### src/rtl/boot_seq_pkg.sv
// Shared types for the reset and startup sequencer.
// Assumes: no external dependencies.
package boot_seq_pkg;

    // Sequencer phases: never-started, reset held, startup count, running
    typedef enum logic [1:0] {
        ST_WAIT = 2'd0,
        ST_HELD = 2'd1,
        ST_BOOT = 2'd2,
        ST_RUN  = 2'd3
    } boot_state_t;

endpackage

### src/rtl/boot_sync.sv
// Multi-bit, multi-stage synchronizer for asynchronous level inputs.
// Each bit has its own independent flop chain.
// Assumes: STAGES >= 2, and each bit is an independent level (no bus coherency).
module boot_sync #(
    parameter int WIDTH  = 1,
    parameter int STAGES = 2
) (
    input  logic             clk,
    input  logic             rst_n,
    input  logic [WIDTH-1:0] d,
    output logic [WIDTH-1:0] q
);

    generate
        for (genvar b = 0; b < WIDTH; b++) begin : g_bit
            logic [STAGES-1:0] chain;

            // Shift the raw input through the flop chain
            always_ff @(posedge clk) begin
                if (!rst_n) chain <= '0;
                else        chain <= {chain[STAGES-2:0], d[b]};
            end

            assign q[b] = chain[STAGES-1];
        end
    endgenerate

endmodule

### src/rtl/boot_phase_fsm.sv
// Phase controller. It measures the synchronized reset width, holds the core,
// runs the startup count, issues the fetch pulse and opens the interrupt window.
// Assumes: rst_sync is already in the clk domain; 2 <= NMI_GAP <= STARTUP_CYCLES.
module boot_phase_fsm
    import boot_seq_pkg::*;
#(
    parameter int MIN_HIGH       = 4,
    parameter int STARTUP_CYCLES = 7,
    parameter int NMI_GAP        = 2
) (
    input  logic clk,
    input  logic rst_n,
    input  logic rst_sync,
    output logic core_hold,
    output logic fetch_start,
    output logic nmi_allowed,
    output logic reset_too_short
);

    localparam int HI_W   = $clog2(MIN_HIGH + 2);
    localparam int BOOT_W = (STARTUP_CYCLES > 1) ? $clog2(STARTUP_CYCLES) : 1;
    localparam logic [HI_W-1:0]   HI_LIMIT  = HI_W'(MIN_HIGH);
    localparam logic [BOOT_W-1:0] BOOT_LAST = BOOT_W'(STARTUP_CYCLES - 1);
    localparam logic [BOOT_W-1:0] NMI_AT    = BOOT_W'(NMI_GAP - 2);

    boot_state_t       state;
    logic [HI_W-1:0]   hi_cnt;
    logic [BOOT_W-1:0] boot_cnt;
    logic              resume_run;

    // Phase transitions, width measurement and startup counting
    always_ff @(posedge clk) begin
        if (!rst_n) begin
            state           <= ST_WAIT;
            hi_cnt          <= '0;
            boot_cnt        <= '0;
            resume_run      <= 1'b0;
            fetch_start     <= 1'b0;
            nmi_allowed     <= 1'b0;
            reset_too_short <= 1'b0;
        end else begin
            fetch_start <= 1'b0;
            unique case (state)
                ST_WAIT, ST_RUN: begin
                    if (rst_sync) begin
                        state           <= ST_HELD;
                        hi_cnt          <= HI_W'(1);
                        resume_run      <= (state == ST_RUN);
                        reset_too_short <= 1'b0;
                        nmi_allowed     <= 1'b0;
                    end
                end
                ST_HELD: begin
                    if (rst_sync) begin
                        if (hi_cnt <= HI_LIMIT) hi_cnt <= hi_cnt + 1'b1;
                    end else if (hi_cnt > HI_LIMIT) begin
                        state    <= ST_BOOT;
                        boot_cnt <= '0;
                    end else begin
                        reset_too_short <= 1'b1;
                        state           <= resume_run ? ST_RUN : ST_WAIT;
                        nmi_allowed     <= resume_run;
                    end
                end
                ST_BOOT: begin
                    if (rst_sync) begin
                        state           <= ST_HELD;
                        hi_cnt          <= HI_W'(1);
                        resume_run      <= 1'b0;
                        reset_too_short <= 1'b0;
                        nmi_allowed     <= 1'b0;
                    end else begin
                        if (boot_cnt == NMI_AT) nmi_allowed <= 1'b1;
                        if (boot_cnt == BOOT_LAST) begin
                            state       <= ST_RUN;
                            fetch_start <= 1'b1;
                        end else begin
                            boot_cnt <= boot_cnt + 1'b1;
                        end
                    end
                end
                default: state <= ST_WAIT;
            endcase
        end
    end

    // Core is dormant in every phase except running
    always_comb core_hold = (state != ST_RUN);

    AST_FETCH_ONE_CYCLE: assert property (@(posedge clk) disable iff (!rst_n)
        fetch_start |=> !fetch_start);
    AST_FETCH_NOT_HELD: assert property (@(posedge clk) disable iff (!rst_n)
        fetch_start |-> !core_hold);
    AST_HOLD_IN_RESET: assert property (@(posedge clk) disable iff (!rst_n)
        rst_sync |=> (core_hold && !fetch_start));
    AST_SHORT_NO_FETCH: assert property (@(posedge clk) disable iff (!rst_n)
        reset_too_short |-> !fetch_start);
    AST_WINDOW_SHUT_IN_RESET: assert property (@(posedge clk) disable iff (!rst_n)
        rst_sync |=> !nmi_allowed);

endmodule

### src/rtl/boot_nmi_gate.sv
// Interrupt gate. It detects rising edges on the synchronized interrupt
// request, delivers them while the window is open, and parks early ones.
// Assumes: nmi_sync is already in the clk domain.
module boot_nmi_gate (
    input  logic clk,
    input  logic rst_n,
    input  logic nmi_sync,
    input  logic allowed,
    output logic nmi_take,
    output logic nmi_pending
);

    logic nmi_prev;
    logic nmi_edge;

    // Remember the previous level for edge detection
    always_ff @(posedge clk) begin
        if (!rst_n) nmi_prev <= 1'b0;
        else        nmi_prev <= nmi_sync;
    end

    always_comb nmi_edge = nmi_sync && !nmi_prev;

    // Deliver or park each detected edge
    always_ff @(posedge clk) begin
        if (!rst_n) begin
            nmi_take    <= 1'b0;
            nmi_pending <= 1'b0;
        end else begin
            nmi_take    <= allowed && (nmi_edge || nmi_pending);
            nmi_pending <= !allowed && (nmi_pending || nmi_edge);
        end
    end

    AST_TAKE_NEEDS_WINDOW: assert property (@(posedge clk) disable iff (!rst_n)
        nmi_take |-> $past(allowed));
    AST_PENDING_DELIVERED: assert property (@(posedge clk) disable iff (!rst_n)
        (nmi_pending && allowed) |=> (nmi_take && !nmi_pending));
    AST_NO_PARK_WHEN_OPEN: assert property (@(posedge clk) disable iff (!rst_n)
        allowed |=> !nmi_pending);

endmodule

### src/rtl/boot_sequencer.sv
// Top level of the reset and startup sequencer. It synchronizes the reset and
// interrupt pins, sequences core startup and gates the interrupt.
// Assumes: rst_n is synchronous to clk; reset_pin and nmi_pin are asynchronous.
module boot_sequencer #(
    parameter int          ADDR_W         = 20,
    parameter int          SYNC_STAGES    = 2,
    parameter int          MIN_HIGH       = 4,
    parameter int          STARTUP_CYCLES = 7,
    parameter int          NMI_GAP        = 2,
    parameter logic [19:0] START_ADDR     = 20'hFFFF0
) (
    input  logic              clk,
    input  logic              rst_n,
    input  logic              reset_pin,
    input  logic              nmi_pin,
    output logic              core_hold,
    output logic              fetch_start,
    output logic [ADDR_W-1:0] reset_vector,
    output logic              nmi_allowed,
    output logic              nmi_pending,
    output logic              nmi_take,
    output logic              reset_too_short
);

    logic [1:0] pins_sync;

    boot_sync #(.WIDTH(2), .STAGES(SYNC_STAGES)) u_sync (
        .clk   (clk),
        .rst_n (rst_n),
        .d     ({nmi_pin, reset_pin}),
        .q     (pins_sync)
    );

    boot_phase_fsm #(
        .MIN_HIGH       (MIN_HIGH),
        .STARTUP_CYCLES (STARTUP_CYCLES),
        .NMI_GAP        (NMI_GAP)
    ) u_fsm (
        .clk             (clk),
        .rst_n           (rst_n),
        .rst_sync        (pins_sync[0]),
        .core_hold       (core_hold),
        .fetch_start     (fetch_start),
        .nmi_allowed     (nmi_allowed),
        .reset_too_short (reset_too_short)
    );

    boot_nmi_gate u_nmi (
        .clk         (clk),
        .rst_n       (rst_n),
        .nmi_sync    (pins_sync[1]),
        .allowed     (nmi_allowed),
        .nmi_take    (nmi_take),
        .nmi_pending (nmi_pending)
    );

    // Fixed power-on fetch address
    always_comb reset_vector = START_ADDR[ADDR_W-1:0];

    AST_VECTOR_FIXED: assert property (@(posedge clk) disable iff (!rst_n)
        reset_vector == 20'hFFFF0);

endmodule

### config.mk
export PLATFORM = sky130hd
export DESIGN_NAME = boot_sequencer
export DESIGN_NICKNAME = d
export VERILOG_FILES = /design/src/rtl/boot_seq_pkg.sv /design/src/rtl/boot_sync.sv /design/src/rtl/boot_phase_fsm.sv /design/src/rtl/boot_nmi_gate.sv /design/src/rtl/boot_sequencer.sv
export SDC_FILE = /design/constraint.sdc
export NUM_CORES = 1
export LEC_CHECK = 0
export ABC_AREA = 1
export BUFFER_PORTS_ARGS = -buffer_cell sky130_fd_sc_hd__clkbuf_2
export CAP_MARGIN = 20
export CORE_UTILIZATION = 51
export CTS_CLUSTER_SIZE = 16
export DETAILED_ROUTE_END_ITERATION = 16
export PLACE_DENSITY = 0.77
export SLEW_MARGIN = 20
export SYNTH_ARGS = -nofsm -noshare
export SYNTH_HDL_FRONTEND = slang
export SYNTH_SLANG_ARGS = --single-unit
### constraint.sdc
create_clock -name clk -period 2.1 [get_ports clk]
set_clock_uncertainty 0.15 [all_clocks]
set_input_delay 0.21 -clock clk [delete_from_list [all_inputs] [get_ports clk]]
set_output_delay 0.21 -clock clk [all_outputs]
set_load 0.05 [all_outputs]
==> results of run 1 <==
cell type report:
class | instances | area (sq um) | area share, %
inverter | 25 | 93.8 | 7.85
sequential | 19 | 380 | 31.8
tap | 27 | 33.8 | 2.83
clock buffer | 4 | 26.3 | 2.20
multi-input combinational | 116 | 596 | 49.8
timing repair buffer | 11 | 65.1 | 5.45
worst paths after layout:
check                                        end  slack (ps)
min reg2reg  u_sync.g_bit[0].chain[1]$_SDFF_PN0_         270
max               u_fsm.nmi_allowed$_SDFFE_PN0P_         460
min          u_sync.g_bit[0].chain[1]$_SDFF_PN0_         170
max reg2reg       u_fsm.nmi_allowed$_SDFFE_PN0P_         460
sequential cells by signal (all words and copies together) (netlist names):
name and count:
u_fsm.fetch_start 1, u_fsm.boot_cnt 3, u_sync.g_bit.chain 4, u_fsm.hi_cnt 3
u_fsm.state 2, u_nmi.nmi_prev 1, u_fsm.reset_too_short 1, u_nmi.nmi_take 1
u_nmi.nmi_pending 1, u_fsm.nmi_allowed 1, u_fsm.resume_run 1
layout by cell type, fill, tap and decap left out:
cell type and n:
a21oi_1 5, nand2_2 4, nor2_2 1, nand3_1 5, inv_1 23, nor2_1 20
clkbuf_1 1, nand3_2 3, o21ai_4 1, nand4_1 3, clkbuf_4 3, clkbuf_2 9
nand2_1 37, dlygate4sd3_1 2, dfxtp_1 19, o21ai_1 1, conb_1 20, o21ai_0 4
ha_1 10, nor3_1 2, inv_2 2
Yosys cell counts (all sizes together):
cell type and n:
dfxtp 19, ha 10, nand4 3, buf 21, conb 2, nor2 21
a21oi 5, nand2 41, nor3 2, o21ai 6, inv 25, nand3 8
what timing repair did:
item | in CTS | in global routing
endpoints found under the hold margin | 2 | 0
gates resized for setup | 0 | 0
hold buffers | 2 | 0
cells by family (layout without fill, tap and decap cells):
| logic type | Yosys count | in the layout | share of synthesized area [%] |
|---|---|---|---|
| DFF | 19 | 19 | 32.9 |
| and+or+nand+nor | 75 | 75 | 28.4 |
| buffers and inverters | 46 | 40 | 21.5 |
| AOI/OAI and AO/OA | 11 | 11 | 5.73 |
| adders and majority gates | 10 | 10 | 10.8 |
| other | 2 | 20 | 0.649 |
layer usage:
layer	global-route usage (%)	part of all wire (%)	vias up
met5	0	0	-
met4	11.0	2.0	0
met3	2.78	3.3	4
met2	27.9	48	28
met1	17.5	47	401
li1	-	-	479
power by group through the flow:
stage	Combinational [W]	Sequential (W)	Clock (W)
global route	0.000921	0.000509	0.000209
detailed placement	0.000812	0.000502	0
floorplan	0.000668	0.000538	0
global placement	0.000789	0.000499	0
finish	0.000821	0.000495	0.000184
CTS	0.000820	0.000495	0.000189
worst max-delay path: stages, from the launching register on:
cell and delay (ps):
dfxtp_1 420, inv_1 80, ha_1 300, nand2_2 130, nand2_2 80, nor2_2 180, nand3_2 90, nand2_1 70
nor2_1 40
through the flow:
stage,std cells,total power [W],setup slack (ps),hold slack [ps],util [%]
floorplan,181,0.00121,653,158,-
global placement,196,0.00129,504,241,56.3
detailed placement,196,0.00131,493,249,56.3
CTS,202,0.00150,465,170,58.5
global route,202,0.00164,331,178,58.5
finish,202,0.00150,456,168,58.5
==> results.tsv, run 1 <==
stage	metric	value	unit
timing	fmax	608	MHz
grt	antenna_found_initial	0	
floorplanning	die_x	49.6	um
cts	clockRootBuffer	clkbuf_4	
worst_setup_path	path_max_fanout	7	
power_and_ir_drop	p_clk_share	12.3	%
cts	cts_tree	done	
power_and_ir_drop	p_sw	0.000741	W
cts	max-clock-path-buffers	2	
timing	setup_viol	0	
cts	cts_buffers	3	
power_and_ir_drop	power_per_cell_area	1260	nW/um^2
worst_setup_path	arrival	1700	ps
placement	placed_cell_area	1150	sq um
timing	timing.final.crit_share	78.3	%
routing	vias	912	
worst_hold_path	holdPathStages	3	
cts	postCtsSetupRepairBufs	0	
power_and_ir_drop	combPwrFrac	54.7	%
synth	syn_inst	163	
placement	portBuffers	9	
worst_setup_path	ff2ff_path_depth	8	
routing	drtIter0Drc	13	
timing	min_period	1640	ps
synth	avgSynthCellArea	7.10	sq um
grt	grt_pass1_vias	802	
layout	n_fill_cell	201	
cts	cts.clk_slew.worst_paths	100	ps
placement	dp.final_hpwl	1390	um
routing	routedWlPerCell	9.02	um
routing	antenna_left	0	
placement	place_congestion	0.882	
worst_hold_path	hp-start	rst_n	
power_and_ir_drop	internal-power	0.000760	W
layout	synthToLayoutAreaGrowth	3.24	%
power_and_ir_drop	seq_power_share	33.0	%
power_and_ir_drop	p_leak	0.656	nW
timing	tns	0	ps
cts	clock_latency	290	ps
cts	htree_levels	1	
timing	rsz0062_at_grt	no	
routing	wl	1820	um
synth	synthDistinctLibCells	19	
layout	diodes	0	
floorplanning	core	2040	sq um
worst_setup_path	startpoint_type	flip-flop	
floorplanning	io_pins	30	
routing	drc	0	
layout	drive_gt1_share	13.1	%
power_and_ir_drop	sw_frac_of_total	49.4	%
routing	via_per_inst	4.51	
worst_hold_path	hold_class	input port to flip-flop	
synth	synth_top_area_share	32.9	%
synth	synth_warnings	0	
grt	grt_start_max_net_pins	17	
cts	clock_sinks	19	
synth	yosys.area.top_type	dfxtp_1	
floorplanning	die_area	2460	sq um
synth	ys_seq_elements	19	
worst_setup_path	r2r_start	u_fsm.state[1]$_SDFFE_PN0P_	
worst_setup_path	critPathRequiredTime	2160	ps
floorplanning	start_util	56.7	%
floorplanning	rows	16	
synth	synth_seq_area_share	32.9	%
synth	synth.area.top_cells	dfxtp_1, buf_4, nand2_1	
floorplanning	die_h	49.6	um
timing	hold_viol	0	
grt	grt.total_usage	16.1	%
layout	design_area	1190	sq um
grt	overflow	0	
routing	first_pass_iters	4	
job	drv_cap	0	
timing	report.final.slew_viol_count	0	
synth	syn_area	1160	sq um
worst_setup_path	worst_setup_path_end_kind	flip-flop	
worst_setup_path	critPathKind	flip-flop to flip-flop	
worst_setup_path	critPathLaunch	u_fsm.state[1]$_SDFFE_PN0P_	
power_and_ir_drop	ir_worst_vdd	604	uV
run_status	status	completed	
grt	grt_pass1_wl	3040	um
layout	nNetsFinal	190	
(Power assumes the default switching activity.)
==> run 2: changes to the inputs <==
==> constraint.sdc (replaced) <==
create_clock -name clk -period 1.6 [get_ports clk]
set_clock_uncertainty 0.15 [all_clocks]
set_input_delay 0.16 -clock clk [delete_from_list [all_inputs] [get_ports clk]]
set_output_delay 0.16 -clock clk [all_outputs]
set_load 0.05 [all_outputs]
==> run 2 against run 1 <==
Core utilization rose by 1.7 points. Clock power rose by 30%. Register-to-register slack got worse by 370 ps. Fmax rose by 8.8%. Worst hold slack got worse by 56 ps. Final area rose by 2.8%. Global-route usage rose by 1.1 points. Via count rose by 0.22%. Non-clock buffer count rose by 2.
==> results.tsv, run 2 (synthesis gave the netlist of run 1 again) <==
stage	metric	value	unit
cts	cts.clk_slew.worst_paths	110	ps
layout	finalNonFillerCells	204	
layout	largest_register_ffs	4	
layout	synthToLayoutAreaGrowth	6.16	%
power_and_ir_drop	sw_frac_of_total	48.3	%
placement	dp.final_hpwl	1400	um
timing	rsz0062_at_grt	yes	
placement	dp_worst_setup_slack	-11.5	ps
cts	clockRootBuffer	clkbuf_4	
worst_setup_path	startpoint_type	flip-flop	
grt	antenna_found_initial	0	
routing	drtIter0Drc	21	
floorplanning	io_pins	30	
routing	routedWlPerCell	8.86	um
timing	report.final.slew_viol_count	0	
placement	portBuffers	9	
worst_setup_path	path_max_fanout	6	
layout	final_common_cell	nand2_1	
worst_setup_path	arrival	1560	ps
floorplanning	start_util	56.7	%
timing	hold_viol	0	
worst_setup_path	crit_top_cell	nand2_1	
routing	via_per_inst	4.48	
layout	diodes	0	
worst_setup_path	cp_top_family	simple AND/OR/NAND/NOR gates	
timing	hold_slack	111	ps
job	drv_cap	0	
timing	fmax	662	MHz
grt	grt_pass1_wl	3160	um
worst_setup_path	critPathKind	flip-flop to flip-flop	
routing	wl	1810	um
layout	final_cell_mix	nand2_1, inv_1, conb_1, nor2_1, dfxtp_1	
worst_setup_path	worst_setup_path_end_kind	flip-flop	
worst_setup_path	critPathRequiredTime	1650	ps
layout	n_fill_cell	197	
layout	drive_gt1_share	19.2	%
worst_setup_path	path_buf_inv	1	
grt	grt.total_usage	17.2	%
grt	grt_start_max_net_pins	17	
routing	drc	0	
grt	grt_pass1_vias	815	
layout	nNetsFinal	192	
cts	max-clock-path-buffers	2	
routing	first_pass_iters	5	
worst_hold_path	hold_class	input port to flip-flop	
placement	place_congestion	0.768	
cts	clock_sinks	19	
power_and_ir_drop	p_leak	0.664	nW
layout	max_flop_register	u_sync.g_bit.chain	
worst_setup_path	crit_slowest_cell	dfxtp_2	
routing	vias	914	
power_and_ir_drop	internal-power	0.00104	W
worst_setup_path	critPathMaxStageDelay	390	ps
power_and_ir_drop	seq_power_share	32.8	%
power_and_ir_drop	p_sw	0.000967	W
power_and_ir_drop	power_per_cell_area	1630	nW/um^2
power_and_ir_drop	ir_worst_vdd	907	uV
power_and_ir_drop	combPwrFrac	55.2	%
power_and_ir_drop	p_clk_share	12.0	%
timing	setup_viol	0	
floorplanning	die_area	2460	sq um
layout	largestRegisters	u_sync.g_bit.chain (4), u_fsm.boot_cnt (3), u_fsm.hi_cnt (3)	
cts	cts_tree	done	
grt	overflow	0	
routing	antenna_left	0	
cts	htree_levels	1	
worst_setup_path	worstPathCellList	inv_1, ha_2, nand2_1, nand2_2, nor2_2, nand3_2, nand2_1, nor2_1	
run_status	status	completed	
timing	worst_slack	89.7	ps
placement	dpl.cell_count	198	
floorplanning	die_x	49.6	um
cts	clock_latency	300	ps
floorplanning	die_h	49.6	um
timing	min_period	1510	ps
floorplanning	core	2040	sq um
floorplanning	rows	16	
timing	timing.final.crit_share	94.4	%
cts	cts_buffers	3	
run 2: cell count changes in the layout (fill, tap and decap cells not counted), sizes merged:
cell  previous run  this run
buf              0         2
run 2: final timing paths:
path	start	end	depth (start not counted)	slack, ps
worst max-delay path	u_fsm.state[0]$_SDFFE_PN0P_	u_fsm.nmi_allowed$_SDFFE_PN0P_	8	90
worst min-delay path	rst_n	u_sync.g_bit[0].chain[1]$_SDFF_PN0_	3	110
worst max register to register	u_fsm.state[0]$_SDFFE_PN0P_	u_fsm.nmi_allowed$_SDFFE_PN0P_	8	90
worst min register to register	u_sync.g_bit[0].chain[0]$_SDFF_PN0_	u_sync.g_bit[0].chain[1]$_SDFF_PN0_	2	280
run 2: layout make-up:
cell class              count  area (sq um)  area share, %
clock buffers               4          26.3           2.14
multi-input cells         116           611           49.7
flip-flops and latches     19           384           31.3
repair buffers             13          80.1           6.52
inverters                  25          93.8           7.64
well taps                  27          33.8           2.75
run 2: metrics by stage:
step                instance area, sq um  power [W]  TNS [ps]  utilization, %
floorplan                           1220    0.00158         0               -
global placement                    1160    0.00171         0            57.0
detailed placement                  1160    0.00173     -13.6            57.0
CTS                                 1210    0.00199         0            59.4
global route                        1230    0.00220     -15.0            60.2
finish                              1230    0.00200         0            60.2
run 2: per-layer routing:
layer / track usage (%) / vias to the layer above / wire, um
met2: 31.3 / 31 / 896
met5: 0 / - / 0
met4: 10.0 / 0 / 36
met1: 17.9 / 393 / 775
li1: - / 486 / -
met3: 3.70 / 4 / 98
run 2: what timing repair did:
item                                   4_1_cts  5_1_grt
resized for setup                            2        7
hold buffers                                 2        0
setup endpoints to repair                    5        9
setup buffers                                0        0
endpoints found under the hold margin        2        0
run 2: power groups by stage:
stage                     Clock (W)  Combinational (W)  Sequential, W
after floorplan                   0           0.000877       0.000706
after global placement            0            0.00106       0.000652
after detailed placement          0            0.00107       0.000663
after CTS                  0.000251            0.00109       0.000655
after global routing       0.000275            0.00125       0.000678
final                      0.000240            0.00111       0.000658
run 2: tightest hold or removal path, stage by stage:
cell and delay (ps):
clkbuf_2 220, nand2_1 110, inv_1 30
==> run 3: changes to the inputs <==
--- a/config.mk
+++ b/config.mk
@@ -8,6 +8,7 @@
 export ABC_AREA = 1
 export BUFFER_PORTS_ARGS = -buffer_cell sky130_fd_sc_hd__clkbuf_2
 export CAP_MARGIN = 20
+export CORE_ASPECT_RATIO = 1.5
 export CORE_UTILIZATION = 51
 export CTS_CLUSTER_SIZE = 16
 export DETAILED_ROUTE_END_ITERATION = 16
==> run 3 against run 2 <==
Fmax is 0.28% lower. Worst setup slack lost 4.2 ps. Die area increased by 0.17%. Clock power rose by 2%. Sequential power up 2%. Non-clock buffer count down 1. Final area grew 0.20%. Flip-flop and latch count unchanged. Register-to-register slack hardly changed. Clock-buffer cell count down 1. Sequential share of layout area is 0.14 points higher. Wire length up 11%. Critical path type unchanged. Critical endpoint unchanged. Largest cell class unchanged.
==> results.tsv, run 3 (synthesis gave the netlist of run 1 again) <==
stage	metric	value	unit
timing	tns	0	ps
timing	report.final.slew_viol_count	0	
worst_setup_path	arrival	1580	ps
worst_setup_path	cp_top_family	simple AND/OR/NAND/NOR gates	
worst_setup_path	path_buf_inv	1	
grt	overflow	0	
layout	nNetsFinal	191	
layout	finalNonFillerCells	198	
worst_setup_path	crit_top_cell	nand2_1	
power_and_ir_drop	combPwrFrac	55.4	%
layout	final_cell_mix	nand2_1, inv_1, conb_1, nor2_1, dfxtp_1	
floorplanning	rows	20	
layout	largestRegisters	u_sync.g_bit.chain (4), u_fsm.boot_cnt (3), u_fsm.hi_cnt (3)	
power_and_ir_drop	total_power	0.00206	W
floorplanning	die_x	40.9	um
floorplanning	die_h	60.3	um
job	drv_cap	0	
worst_setup_path	path_max_fanout	6	
grt	antenna_found_initial	0	
power_and_ir_drop	internal-power	0.00105	W
layout	design_area	1230	sq um
layout	final_common_cell	nand2_1	
routing	first_pass_iters	4	
floorplanning	start_util	55.7	%
routing	vias	900	
routing	via_per_inst	4.55	
worst_setup_path	critPathKind	flip-flop to flip-flop	
layout	diodes	0	
routing	wl	2000	um
cts	cts_buffers	3	
power_and_ir_drop	power_per_cell_area	1670	nW/um^2
run_status	status	completed	
worst_hold_path	hold_class	input port to flip-flop	
timing	hold_slack	105	ps
routing	antenna_left	0	
cts	clock_sinks	19	
placement	place_congestion	0.881	
grt	grt_start_max_net_pins	17	
layout	max_flop_register	u_sync.g_bit.chain	
cts	postCtsSetupRepairBufs	0	
timing	hold_viol	0	
power_and_ir_drop	sw_frac_of_total	49.2	%
cts	max-clock-path-buffers	2	
floorplanning	io_pins	30	
worst_setup_path	crit_slowest_cell	dfxtp_4	
cts	clock_latency	310	ps
power_and_ir_drop	p_clk_share	11.9	%
layout	n_fill_cell	215	
cts	cts.clk_slew.worst_paths	110	ps
grt	grt_pass1_vias	779	
placement	dp.final_hpwl	1430	um
cts	htree_levels	1	
placement	dpl.cell_count	192	
worst_setup_path	worstPathCellList	inv_1, ha_2, nand2_1, nand2_2, nor2_2, nand3_2, nand2_1, nor2_1	
timing	fmax	660	MHz
layout	synthToLayoutAreaGrowth	6.38	%
worst_setup_path	worst_setup_path_end_kind	flip-flop	
layout	largest_register_ffs	4	
worst_setup_path	critPathRequiredTime	1670	ps
grt	grt.total_usage	18.4	%
grt	grt_pass1_wl	3130	um
routing	drtIter0Drc	13	
timing	timing.final.crit_share	94.7	%
cts	clockRootBuffer	clkbuf_4	
placement	portBuffers	9	
power_and_ir_drop	p_leak	0.663	nW
timing	setup_viol	0	
routing	drc	0	
power_and_ir_drop	p_sw	0.00101	W
power_and_ir_drop	ir_worst_vdd	897	uV
cts	cts_tree	done	
placement	placed_cell_area	1150	sq um
routing	routedWlPerCell	10.1	um
power_and_ir_drop	seq_power_share	32.7	%
floorplanning	core	2080	sq um
worst_setup_path	critPathMaxStageDelay	400	ps
worst_setup_path	startpoint_type	flip-flop	
timing	min_period	1510	ps
layout	drive_gt1_share	19.9	%
floorplanning	die_area	2470	sq um
[run 3: area by class of cell]
type                       instances  area (sq um)  area share [%]
timing repair buffer              12          72.6            5.89
sequential                        19           387            31.4
clock buffer                       3          22.5            1.83
tap                               22          27.5            2.24
inverter                          25          93.8            7.62
multi-input combinational        116           623            50.6
clock inverter                     1          5.00           0.407
[run 3: power by group through the flow]
stage / sequential [W] / combinational (W) / clock (W)
2_1_floorplan: 0.000706 / 0.000877 / 0
3_3_place_gp: 0.000655 / 0.00103 / 0
3_5_place_dp: 0.000663 / 0.00105 / 0
4_1_cts: 0.000652 / 0.00107 / 0.000248
5_1_grt: 0.000688 / 0.00130 / 0.000260
6_report: 0.000674 / 0.00114 / 0.000245
[run 3: per-stage QoR]
step | utilization (%) | worst slack (ps)
6_report | 59.3 | 85.5
5_1_grt | 59.3 | -40.2
4_1_cts | 57.8 | 27.6
3_5_place_dp | 55.4 | 23.4
3_3_place_gp | 55.4 | 39.6
2_1_floorplan | - | 153
[run 3: per-layer routing]
| layer | part of all wire (%) | vias up | GRT usage (%) |
|---|---|---|---|
| met5 | 0 | - | 0 |
| met4 | 2.2 | 0 | 10.5 |
| met3 | 3.0 | 5 | 2.56 |
| met2 | 54 | 21 | 30.4 |
| met1 | 40 | 395 | 21.5 |
| li1 | - | 479 | - |
[run 3: final timing paths]
check                                           start                                   to  slack [ps]  depth (start not counted)
setup / recovery          u_fsm.state[0]$_SDFFE_PN0P_       u_fsm.nmi_allowed$_SDFFE_PN0P_          90                          8
hold / removal                                  rst_n  u_sync.g_bit[0].chain[0]$_SDFF_PN0_         110                          3
setup reg to reg          u_fsm.state[0]$_SDFFE_PN0P_       u_fsm.nmi_allowed$_SDFFE_PN0P_          90                          8
hold reg to reg   u_sync.g_bit[0].chain[0]$_SDFF_PN0_  u_sync.g_bit[0].chain[1]$_SDFF_PN0_         280                          2
[run 3: worst reg2reg max path, cell delays in order (launching register included)]
cell and delay [ps]:
dfxtp_4 400, inv_1 60, ha_2 300, nand2_1 90
nand2_2 70, nor2_2 170, nand3_2 90, nand2_1 70
nor2_1 40
[run 3: timing repair]
item | CTS | global route
endpoints found under the setup margin | 5 | 11
hold buffers | 2 | 0
endpoints found under the hold margin | 2 | 0
gates resized for setup | 1 | 12
